### config.mk
export PLATFORM = sky130hd
export DESIGN_NAME = mprot_region
export DESIGN_NICKNAME = d
export VERILOG_FILES = /design/src/rtl/mprot_pkg.sv /design/src/rtl/mprot_region.sv
export SDC_FILE = /design/constraint.sdc
export NUM_CORES = 1
export LEC_CHECK = 0
export ABC_AREA = 1
export CAP_MARGIN = 30
export CELL_PAD_IN_SITES_DETAIL_PLACEMENT = 0
export CELL_PAD_IN_SITES_GLOBAL_PLACEMENT = 1
export CORE_UTILIZATION = 35
export DETAILED_ROUTE_END_ITERATION = 10
export DONT_BUFFER_PORTS = 1
export GPL_TIMING_DRIVEN = 1
export PLACE_DENSITY_LB_ADDON = 0.3
export SETUP_SLACK_MARGIN = 0.3
export SKIP_LAST_GASP = 1
export SLEW_MARGIN = 15
export SYNTH_ARGS = -nofsm -noshare
export SYNTH_HDL_FRONTEND = slang
export SYNTH_SLANG_ARGS = --single-unit
### constraint.sdc
create_clock -name vclk -period 2.4
set_input_delay 0.6 -clock vclk [all_inputs]
set_output_delay 0.6 -clock vclk [all_outputs]
set_load 0.005 [all_outputs]
### src/rtl/mprot_pkg.sv
package mprot_pkg;

    localparam int REG_AW = 8;
    localparam int REG_DW = 16;

    localparam logic [REG_AW-1:0] OFF_PERM   = 8'h10;
    localparam logic [REG_AW-1:0] OFF_IEN    = 8'h1C;
    localparam logic [REG_AW-1:0] OFF_STAT   = 8'h1E;
    localparam logic [REG_AW-1:0] OFF_FLT_LO = 8'h22;
    localparam logic [REG_AW-1:0] OFF_FLT_HI = 8'h24;

    typedef enum logic [1:0] {
        PERM_NONE = 2'b00,
        PERM_RD   = 2'b01,
        PERM_WR   = 2'b10,
        PERM_RW   = 2'b11
    } perm_e;

    function automatic logic perm_allows(perm_e p, logic is_write);
        logic ok;
        unique case (p)
            PERM_NONE: ok = 1'b0;
            PERM_RD:   ok = !is_write;
            PERM_WR:   ok = is_write;
            default:   ok = 1'b1;
        endcase
        return ok;
    endfunction

endpackage

### src/rtl/mprot_region.sv
module mprot_region #(
    parameter int PN_W    = 20,
    parameter int BOUND_W = 16
) (
    input  logic [PN_W-1:0]    page,
    input  logic [BOUND_W-1:0] first_pg,
    input  logic [BOUND_W-1:0] last_pg,
    input  logic [1:0]         perm,
    input  logic               req_valid,
    input  logic               req_write,
    output logic               fault
);
    import mprot_pkg::*;

    logic in_range;
    logic allowed;

    always_comb begin
        in_range = (page >= PN_W'(first_pg)) && (page <= PN_W'(last_pg));
        allowed  = perm_allows(perm_e'(perm), req_write);
        fault    = req_valid && in_range && !allowed;
    end

endmodule

* After elaboration in Yosys (flattened, before gate mapping)
Index checks and enable logic that the tools add are counted.
** Word-level totals
- Bits in registers :: 0
- Input bits :: 56
- Output and inout port bits :: 1
- Word-level logic and storage cells :: 11
** Cells by class
- $lt $le $gt $ge :: 2
- Eq/ne operators :: 2
- Muxes and demuxes :: 1
- Reduce and logical (&&, ||, !) cells :: 6
** Operator list (number)
- 20-bit by 16-bit >= comparator with 1-bit output :: 1
- 20-bit by 16-bit <= comparator with 1-bit output :: 1
- 1-bit logical AND :: 3
- 1-bit case mux with 3 select lines :: 1
- 2-bit by 1-bit == test with 1-bit output, second input constant :: 1
- 2-bit == test, second input constant :: 1
- 1-bit zero test :: 2
- 2-bit zero test :: 1

* Logic depth before layout (Yosys ltp)
Gate-level depths: netlist (run 1).
- Word-level depth :: 4
- Mapped depth :: 13
- Mapped depth without buffers :: 13

* Worst setup path before layout (run 1)
Ideal clock, no wire load.
- Path type :: input port to output port
- From :: input port last_pg[11]
- To :: output port fault
- Data arrival time :: 1.513 ns
- Required time :: 1.800 ns
- Setup slack :: 0.287 ns
- Stages on the path :: 11
- Buffers on the path :: 0
- Path through :: inv_1 ha_1 nand2_1 nor2_2 inv_1 nor2_2 nand3_1 nand3_1 nand2_1 nand2_1 nor2_2
** On the way
- Longest elaborated chain between the ends :: 4
** Ends and longest elaborated chain
- from (decl) :: line mprot_region.sv:7 : input logic [BOUND_W-1:0] last_pg,
- 20-bit by 16-bit <= comparator with 1-bit output :: line mprot_region.sv:19 : in_range = (page >= PN_W'(first_pg)) && (page <= PN_W'(last_pg));
- 1-bit logical AND :: line mprot_region.sv:19
- 1-bit logical AND (2 in a row) :: line mprot_region.sv:21 : fault = req_valid && in_range && !allowed;
- to (decl) :: line mprot_region.sv:11 : output logic fault
Every way passes these cells.

* Worst setup path after layout (run 1)
- From :: input port first_pg[8]
- To :: output port fault
** On the way
- Longest elaborated chain between the ends :: 4
** Ends and longest elaborated chain
- from (decl) :: line mprot_region.sv:6 : input logic [BOUND_W-1:0] first_pg,
- 20-bit by 16-bit >= comparator with 1-bit output :: line mprot_region.sv:19
- 1-bit logical AND :: line mprot_region.sv:19
- 1-bit logical AND (2 in a row) :: line mprot_region.sv:21
Every way passes these cells.

==> summary.txt, run 1 <==
Finish
  • Final net count: 246
  • Total number of sequential cells: 0
  • Clkbuf count: 0
  • Storage cell area: 0 um^2
  • Synth-to-layout area growth: 36.8%
  • Layout cells sized above 1: 0.340
  • ANT cells: 0
  • Fin util: 0.510
  • Fin cells: ~190

Yosys
  • Syn_nets: between 200 and 250
  • Synthesized instance count: 156
  • Sequential area share after synthesis: 0
  • Yosys warns: 0
  • Mapped Area: 931 um^2
  • Synth Area per Inst: 5.97 um^2
  • Unique cell type count in the Yosys netlist: 15

Critical path
  • Startpoint Class: input port
  • Crit path kind: input port to output pin
  • Max stage delay on crit path: 0.27 ns
  • Critical path cell sequence: inv_1 -> ha_4 -> nand2_4 -> nor2_4 -> and2_4 -> nand3_2 -> nand3_1 -> nor2_2 -> nor2_2
  • Crit Path Max Fanout: 3
  • Critical Path End: fault
  • Arr. time, crit path: about 1.6 ns
  • Cell mode on critical path: nor2_2
  • CP Data Required Time: around 1.8 ns
  • Crit. Startpoint: first_pg[8]
  • Crit path capture type: output pin
  • Critical path's slowest cell: ha_4

STA
  • Worst Tran Pin Value: roughly 0.17 ns
  • Hold Vio Cnt, Final: 0
  • TNS Setup: 0 ns
  • Final worst path period need: 2.15 ns
  • Final setup viols: 0
  • Slew Viols, Final: 0
  • Max_slew headroom: 0.886
  • Final Cycle Share: 0.897
  • RSZ-0062 raised after global routing: yes
  • Worst Hold Margin: 1.36 ns
  • FMAX: 464 MHz

Die
  • Die X-Extent: 53.6 um
  • Core Area: 0.00250 mm^2
  • Die area: 0.00287 mm^2
  • # rows: 18
  • Starting Density: 0.372
  • IO Pins: 57
  • Chip height: ~54 um

Power
  • Reg power frac: 0
  • Switching share of total power: 0.514
  • Leakage Power: 0.649 nW
  • Comb power frac: 1.000
  • Peak VDD IR: 0.0000813 V
  • PwrDens: 153 mW/mm^2
  • Internal: around 95 uW
  • Total power: between 150 and 200 uW
  • Sw power: 100 uW
  • Clock share of power: 0

Worst hold path
  • Hold Path Class: input port to output pin
  • Hold path start: perm[0]

Detailed routing
  • Drt drc: 0
  • Via Count: 922
  • First-pass DRT Iterations: 1
  • Post-route ant nets: 0
  • Final wirelength: 2020 um
  • Starting DRC count in detailed routing: 0
  • Vias/cell: 4.96
  • Wire per inst: 10.9 um

Global routing
  • GRT Total Usage: 0.126
  • Met3 Use GR: 0.00565
  • First-pass GRT wire length: 2790 um
  • GR Layer Usage met2: 0.283
  • Met1 usage: 0.130
  • Global route total overflow: 0
  • Initial antenna violation count: 0
  • Largest net degree at the start of global routing: 6
  • Vias in the first global route: 825
  • Most Crowded Layer GR: met2

Placement
  • Dpl hpwl: roughly 1700 um
  • Final Wtd Congestion: about 0.74
  • DP Cell Count: ~190
  • Port Buf Inserts: 0

Run
  • Max-Cap Viols: 0

Clocking
  • Hold-fix buffers, CTS: 0

Outcome
  • Status: finished clean
repair_timing:
action                                  in CTS  in global routing
endpoints found under the setup margin       1                  1
setup buffers                                0                  0
hold endpoints to repair                     0                  0
resized for setup                           41                 22
pin swaps                                   29                 17
cell usage in the layout (no fill, tap or decap):
cell type,count
nor3_2,1
nor2_4,4
o21ai_1,2
ha_1,17
nand2_1,27
a21oi_1,9
inv_4,3
and2_4,1
ha_4,15
a21oi_2,3
nor3_4,1
nand2_4,4
nor2_1,9
inv_1,30
a21o_1,1
nor2_2,3
o21ai_0,1
inv_2,9
nand2_2,6
nand3_2,2
nand4_1,3
inv_8,1
o21bai_1,1
nand3_1,3
through the flow:
| stage | instance area [um^2] | setup slack [ns] |
|---|---|---|
| 3_3_place_gp | 968 | 0.202 |
| 2_1_floorplan | 931 | 0.304 |
| 3_5_place_dp | 968 | 0.186 |
| 4_1_cts | 1180 | 0.274 |
| 6_report | 1270 | 0.246 |
| 5_1_grt | 1270 | 0.182 |
cell usage after synthesis:
cell      count  area [um^2]
a21oi_1      12         60.1
nand4_1       3         18.8
o21bai_1      1         7.51
nand2_2       1         6.26
nor2_2        5         31.3
nand2_1      36          135
nor3_2        1         10.0
a21o_1        1         7.51
and2_1        1         6.26
nand3_1       5         25.0
ha_1         32          400
inv_1        43          161
nor3_1        1         5.00
o21ai_0       3         15.0
nor2_1       11         41.3
power groups by stage:
stage | logic [mW] | clock network (mW) | registers, mW
after detailed placement | 0.127 | 0 | 0
after global placement | 0.122 | 0 | 0
after global routing | 0.225 | 0 | 0
after CTS | 0.174 | 0 | 0
after floorplan | 0.102 | 0 | 0
final | 0.195 | 0 | 0
critical path, delay by kind of cell:
family,cells,cell delay [ns]
buffers and inverters,1,0.04
and+or+nand+nor,7,0.64
adders and majority gates,1,0.27
kinds of logic after synthesis:
kind of cell             count (synthesis)  share of synthesized area
AND/OR/NAND/NOR                         64                      0.300
buffers and inverters                   43                      0.173
adder cells (fa/ha/maj)                 32                      0.430
AO/OA/AOI/OAI                           17                     0.0968
cell type report:
type	count	area, um^2
fill	248	1230
multi-input combinational	113	1060
inverter	43	176
tap	30	37.5
worst min path at each step:
stage	endpoint	slack [ns]	cells after the start
finish	fault	1.36	3
global route	fault	1.38	3
CTS	fault	1.37	3
detailed placement	fault	1.36	3
global placement	fault	1.35	3
floorplan	fault	1.34	3
metal layers:
metal	wire, um	up-vias
li1	-	489
met1	785	402
met2	1160	31
met3	80	0
met4	0	0
met5	0	-
(Power assumes the default switching activity.)
==> inputs of run 2 (changes only) <==
- CAP_MARGIN: 30 -> 40
- CORE_MARGIN: unset -> 2
- RECOVER_POWER: unset -> 25
==> summary.txt, run 2 (synthesis gave the netlist of run 1 again) <==
Outcome
  • Status: finished clean

Detailed routing
  • Max layer used: met3
  • Wire per inst: 12.1 um (+11%)
  • Starting DRC count in detailed routing: 6 (+6)
  • Final wirelength: 2250 um (+11%)
  • Drt drc: 0 (unchanged)
  • Via Count: 946 (+2.6%)
  • Detail Route met2 WL: 1320 um (+14%)
  • Vias/cell: 5.09 (+2.6%)
  • First-pass DRT Iterations: 5 (+4)
  • WL met1: 813 um (+3.6%)
  • Post-route ant nets: 0 (unchanged)
  • Routed length on met3: 121 um (+51%)

Placement
  • Port Buf Inserts: 0 (unchanged)
  • Final Wtd Congestion: 0.709 (-3.8%)
  • DP Cell Count: 186 (unchanged)
  • Dpl hpwl: 1840 um (+7.8%)

STA
  • Final Cycle Share: 0.894 (-0.00310)
  • Hold Vio Cnt, Final: 0 (unchanged)
  • TNS Setup: 0 ns (unchanged)
  • Slew Viols, Final: 0 (unchanged)
  • FMAX: 466 MHz (+0.35%)
  • Max_slew headroom: 0.860 (-0.0252)
  • RSZ-0062 raised after global routing: yes
  • Worst Tran Pin Value: 0.209 ns (+0.0381 ns)
  • Final setup viols: 0 (unchanged)
  • Final worst path period need: 2.15 ns (-0.00744 ns)

Finish
  • Total number of sequential cells: 0 (unchanged)
  • Synth-to-layout area growth: 46.1%
  • ANT cells: 0 (unchanged)
  • Final net count: 246 (unchanged)
  • Fin cells: 186 (unchanged)
  • Storage cell area: 0 um^2 (unchanged)
  • Clkbuf count: 0 (unchanged)
  • Layout cells sized above 1: 0.404 (+0.0641)
  • Most common cell after layout, fill and taps aside: inv_1
  • Most frequent cells in the layout: inv_1, nand2_1, ha_4, ha_1, nor2_1

Die
  • Chip height: 55.6 um (+3.7%)
  • Starting Density: 0.372 (unchanged)
  • Die area: 0.00309 mm^2 (+7.6%)
  • IO Pins: 57 (unchanged)
  • Die X-Extent: 55.6 um (+3.7%)
  • # rows: 18 (unchanged)
  • Core Area: 0.00250 mm^2 (unchanged)

Worst hold path
  • Hold Path Class: input port to output pin

Power
  • Internal: 108 uW (+13%)
  • Sw power: 108 uW (+7.2%)
  • Peak VDD IR: 0.0000842 V (+3.5%)
  • PwrDens: 158 mW/mm^2 (+3.1%)
  • Switching share of total power: 0.500 (-0.0137)
  • Clock share of power: 0 (unchanged)
  • Leakage Power: 0.656 nW (+1.1%)
  • Comb power frac: 1.000 (about the same)
  • Reg power frac: 0 (unchanged)

Critical path
  • Startpoint Class: input port
  • Crit Path Max Fanout: 3 (unchanged)
  • Crit path capture type: output pin
  • Crit path kind: input port to output pin
  • CP Data Required Time: 1.80 ns (about the same)
  • Arr. time, crit path: 1.55 ns (about the same)

Clocking
  • Post-CTS setup buffer count: 0 (unchanged)
  • Hold-fix buffers, CTS: 0 (unchanged)

Global routing
  • GRT Total Usage: 0.132 (+0.00525)
  • Initial antenna violation count: 0 (unchanged)
  • Vias in the first global route: 960 (+16%)
  • Global route total overflow: 0 (unchanged)
  • Largest net degree at the start of global routing: 6 (unchanged)
  • First-pass GRT wire length: 3510 um (+26%)

Run
  • Max-Cap Viols: 0 (unchanged)
==> run 2: timing repair <==
action / 4_1_cts / 5_1_grt
gates resized for setup: 65 / 17
pin swaps: 37 / 19
setup endpoints to repair: 1 / 1
hold endpoints to repair: 0 / 0
==> run 2: worst paths after layout <==
kind	end	slack (ns)	depth (start not counted)	start
worst max-delay path	fault	0.25	8	last_pg[15]
worst min-delay path	fault	1.36	3	perm[0]
==> run 2: cell type report <==
type / instances / area (um^2)
fillers: 266 / 1140
multi-input cells: 113 / 1130
inverters: 43 / 191
well taps: 30 / 37.5
==> run 2: layer usage <==
| metal | vias up | GRT usage |
|---|---|---|
| li1 | 490 | - |
| met1 | 420 | 0.133 |
| met2 | 36 | 0.293 |
| met3 | 0 | 0.0140 |
| met4 | 0 | 0 |
| met5 | - | 0 |
==> run 2: power groups by stage <==
stage	registers [mW]	logic, mW	clock network, mW
after floorplan	0	0.102	0
after global placement	0	0.122	0
after detailed placement	0	0.128	0
after CTS	0	0.196	0
after global routing	0	0.244	0
final	0	0.215	0
==> run 2: critical path, cell delays in order <==
cell	delay, ns
inv_1	0.04
ha_4	0.28
nand4_1	0.09
nor2_1	0.19
nand4_1	0.11
nand2_1	0.08
nand2_1	0.06
nor2_2	0.10
==> run 2: metrics by stage <==
stage / instance area [um^2] / setup slack, ns / util / hold WS, ns / power [mW]
after CTS: 1290 / 0.286 / 0.516 / 1.37 / 0.196
after global placement: 968 / 0.199 / 0.387 / 1.35 / 0.122
after global routing: 1360 / 0.176 / 0.544 / 1.38 / 0.244
after floorplan: 931 / 0.304 / - / 1.34 / 0.102
final: 1360 / 0.254 / 0.544 / 1.36 / 0.215
after detailed placement: 968 / 0.181 / 0.387 / 1.36 / 0.128
==> inputs of run 3 (changes only) <==
- CORE_UTILIZATION: 35 -> 44
==> summary.txt, run 3 (synthesis gave the netlist of run 1 again) <==
Power
  • Switching share of total power: 0.497 (-0.00310)
  • Reg power frac: 0 (unchanged)
  • Sw power: 110 uW (+2.5%)
  • PwrDens: 158 mW/mm^2 (about the same)
  • Peak VDD IR: 0.0000818 V (-2.8%)
  • Clock share of power: 0 (unchanged)
  • Comb power frac: 1.000 (about the same)
  • Leakage Power: 0.652 nW (-0.63%)
  • Total power: 222 uW (+3.2%)
  • Internal: 112 uW (+3.8%)

Finish
  • ANT cells: 0 (unchanged)
  • Most frequent cells in the layout: nand2_1, ha_4, inv_1, inv_2, nor2_1
  • Clkbuf count: 0 (unchanged)
  • Fillers: 175 (-34%)
  • Synth-to-layout area growth: 50.8%
  • Cell area after layout: 0.00140 mm^2 (+3.2%)
  • Layout cells sized above 1: 0.468 (+0.0641)
  • Total number of sequential cells: 0 (unchanged)
  • Final net count: 246 (unchanged)
  • Fin cells: 183 (-1.6%)
  • Most common cell after layout, fill and taps aside: nand2_1
  • Storage cell area: 0 um^2 (unchanged)
  • Fin util: 0.708 (+0.164)

Critical path
  • Crit. Startpoint: first_pg[8]
  • Max stage delay on crit path: 0.26 ns (-0.02 ns)
  • Arr. time, crit path: 1.53 ns (-0.02 ns)
  • CP Data Required Time: 1.80 ns (about the same)
  • Startpoint Class: input port
  • Critical Path End: fault
  • Crit path capture type: output pin
  • Crit path kind: input port to output pin
  • Crit Path Max Fanout: 3 (unchanged)
  • Critical path's slowest cell: ha_4
  • Top cell family by delay on the critical path: simple AND/OR/NAND/NOR gates
  • CP Depth: 9 (+1)
  • Critical path cell sequence: inv_2 -> ha_4 -> nand2_4 -> nor2_4 -> and2_4 -> nand3_2 -> nand3_2 -> nor2_2 -> nor2_2
  • Crit path buffers/inverters: 1 (unchanged)

Clocking
  • Post-CTS setup buffer count: 0 (unchanged)
  • Hold-fix buffers, CTS: 0 (unchanged)

Global routing
  • Met1 usage: 0.183 (+0.0499)
  • First-pass GRT wire length: 3680 um (+4.9%)
  • Met3 Use GR: 0.0182 (+0.00423)
  • Vias in the first global route: 948 (-1.3%)
  • GRT Total Usage: 0.181 (+0.0495)
  • GR Layer Usage met2: 0.399 (+0.107)
  • Most Crowded Layer GR: met2
  • Largest net degree at the start of global routing: 6 (unchanged)
  • Initial antenna violation count: 0 (unchanged)
  • Global route total overflow: 0 (unchanged)

Outcome
  • Status: finished clean

Detailed routing
  • Via Count: 935 (-1.2%)
  • Vias/cell: 5.11 (+0.46%)
  • Starting DRC count in detailed routing: 10 (+4)
  • Post-route ant nets: 0 (unchanged)
  • Final wirelength: 2390 um (+6.3%)
  • Drt drc: 0 (unchanged)
  • First-pass DRT Iterations: 4 (-1)
  • Wire per inst: 13.1 um (+8.0%)

STA
  • RSZ-0062 raised after global routing: yes
  • Final setup viols: 0 (unchanged)
  • Worst Tran Pin Value: 0.189 ns (-0.0192 ns)
  • Final worst path period need: 2.13 ns (-0.0143 ns)
  • Hold Vio Cnt, Final: 0 (unchanged)
  • TNS Setup: 0 ns (unchanged)
  • Max_slew headroom: 0.873 (+0.0128)
  • Final Cycle Share: 0.888 (-0.00596)
  • FMAX: 469 MHz (+0.67%)
  • Slew Viols, Final: 0 (unchanged)

Die
  • Chip height: 50.0 um (-10%)
  • Die X-Extent: 50.0 um (-10%)
  • IO Pins: 57 (unchanged)
  • Die area: 0.00250 mm^2 (-19%)
  • Starting Density: 0.470 (+0.0973)
  • # rows: 16 (-2)
  • Core Area: 0.00198 mm^2 (-21%)

Placement
  • Port Buf Inserts: 0 (unchanged)
  • Dpl hpwl: 1710 um (-7.2%)
  • Area post-placement: 965 um^2 (-0.39%)
  • DP Cell Count: 183 (-1.6%)
  • Final Wtd Congestion: 0.733 (+3.4%)

Run
  • Max-Cap Viols: 0 (unchanged)

Worst hold path
  • Hold Path Class: input port to output pin
[run 3: power groups by stage]
stage / sequential [mW] / clock [mW] / combinational (mW)
6_report: 0 / 0 / 0.222
5_1_grt: 0 / 0 / 0.254
4_1_cts: 0 / 0 / 0.185
3_5_place_dp: 0 / 0 / 0.126
3_3_place_gp: 0 / 0 / 0.119
2_1_floorplan: 0 / 0 / 0.102
[run 3: how the worst min path moves through the flow]
stage          slack, ns  startpoint  depth (start not counted)    end
2_1_floorplan       1.34     perm[0]                          3  fault
3_3_place_gp        1.35     perm[0]                          3  fault
3_5_place_dp        1.35     perm[0]                          3  fault
4_1_cts             1.35     perm[0]                          3  fault
5_1_grt             1.37     perm[0]                          3  fault
6_report            1.34     perm[0]                          3  fault
[run 3: what timing repair did]
action,CTS,global route
gates resized for setup,58,35
hold endpoints to repair,0,0
pin swaps,38,34
setup endpoints to repair,1,1
[run 3: cell type report]
class | instances | area [um^2] | share of cell area
inverter | 43 | 194 | 0.138
tap | 27 | 33.8 | 0.0241
multi-input combinational | 113 | 1180 | 0.838
[run 3: per-stage QoR]
| stage | hold slack (ns) | setup slack (ns) |
|---|---|---|
| 3_3_place_gp | 1.35 | 0.211 |
| 5_1_grt | 1.37 | 0.176 |
| 4_1_cts | 1.35 | 0.274 |
| 6_report | 1.34 | 0.268 |
| 2_1_floorplan | 1.34 | 0.304 |
| 3_5_place_dp | 1.35 | 0.170 |
[run 3: per-layer routing]
layer / wire (um) / vias up / part of all wire
met3: 138 / 2 / 0.058
li1: - / 488 / -
met2: 1380 / 36 / 0.58
met5: 0 / - / 0
met4: 9 / 0 / 0.0038
met1: 862 / 409 / 0.36
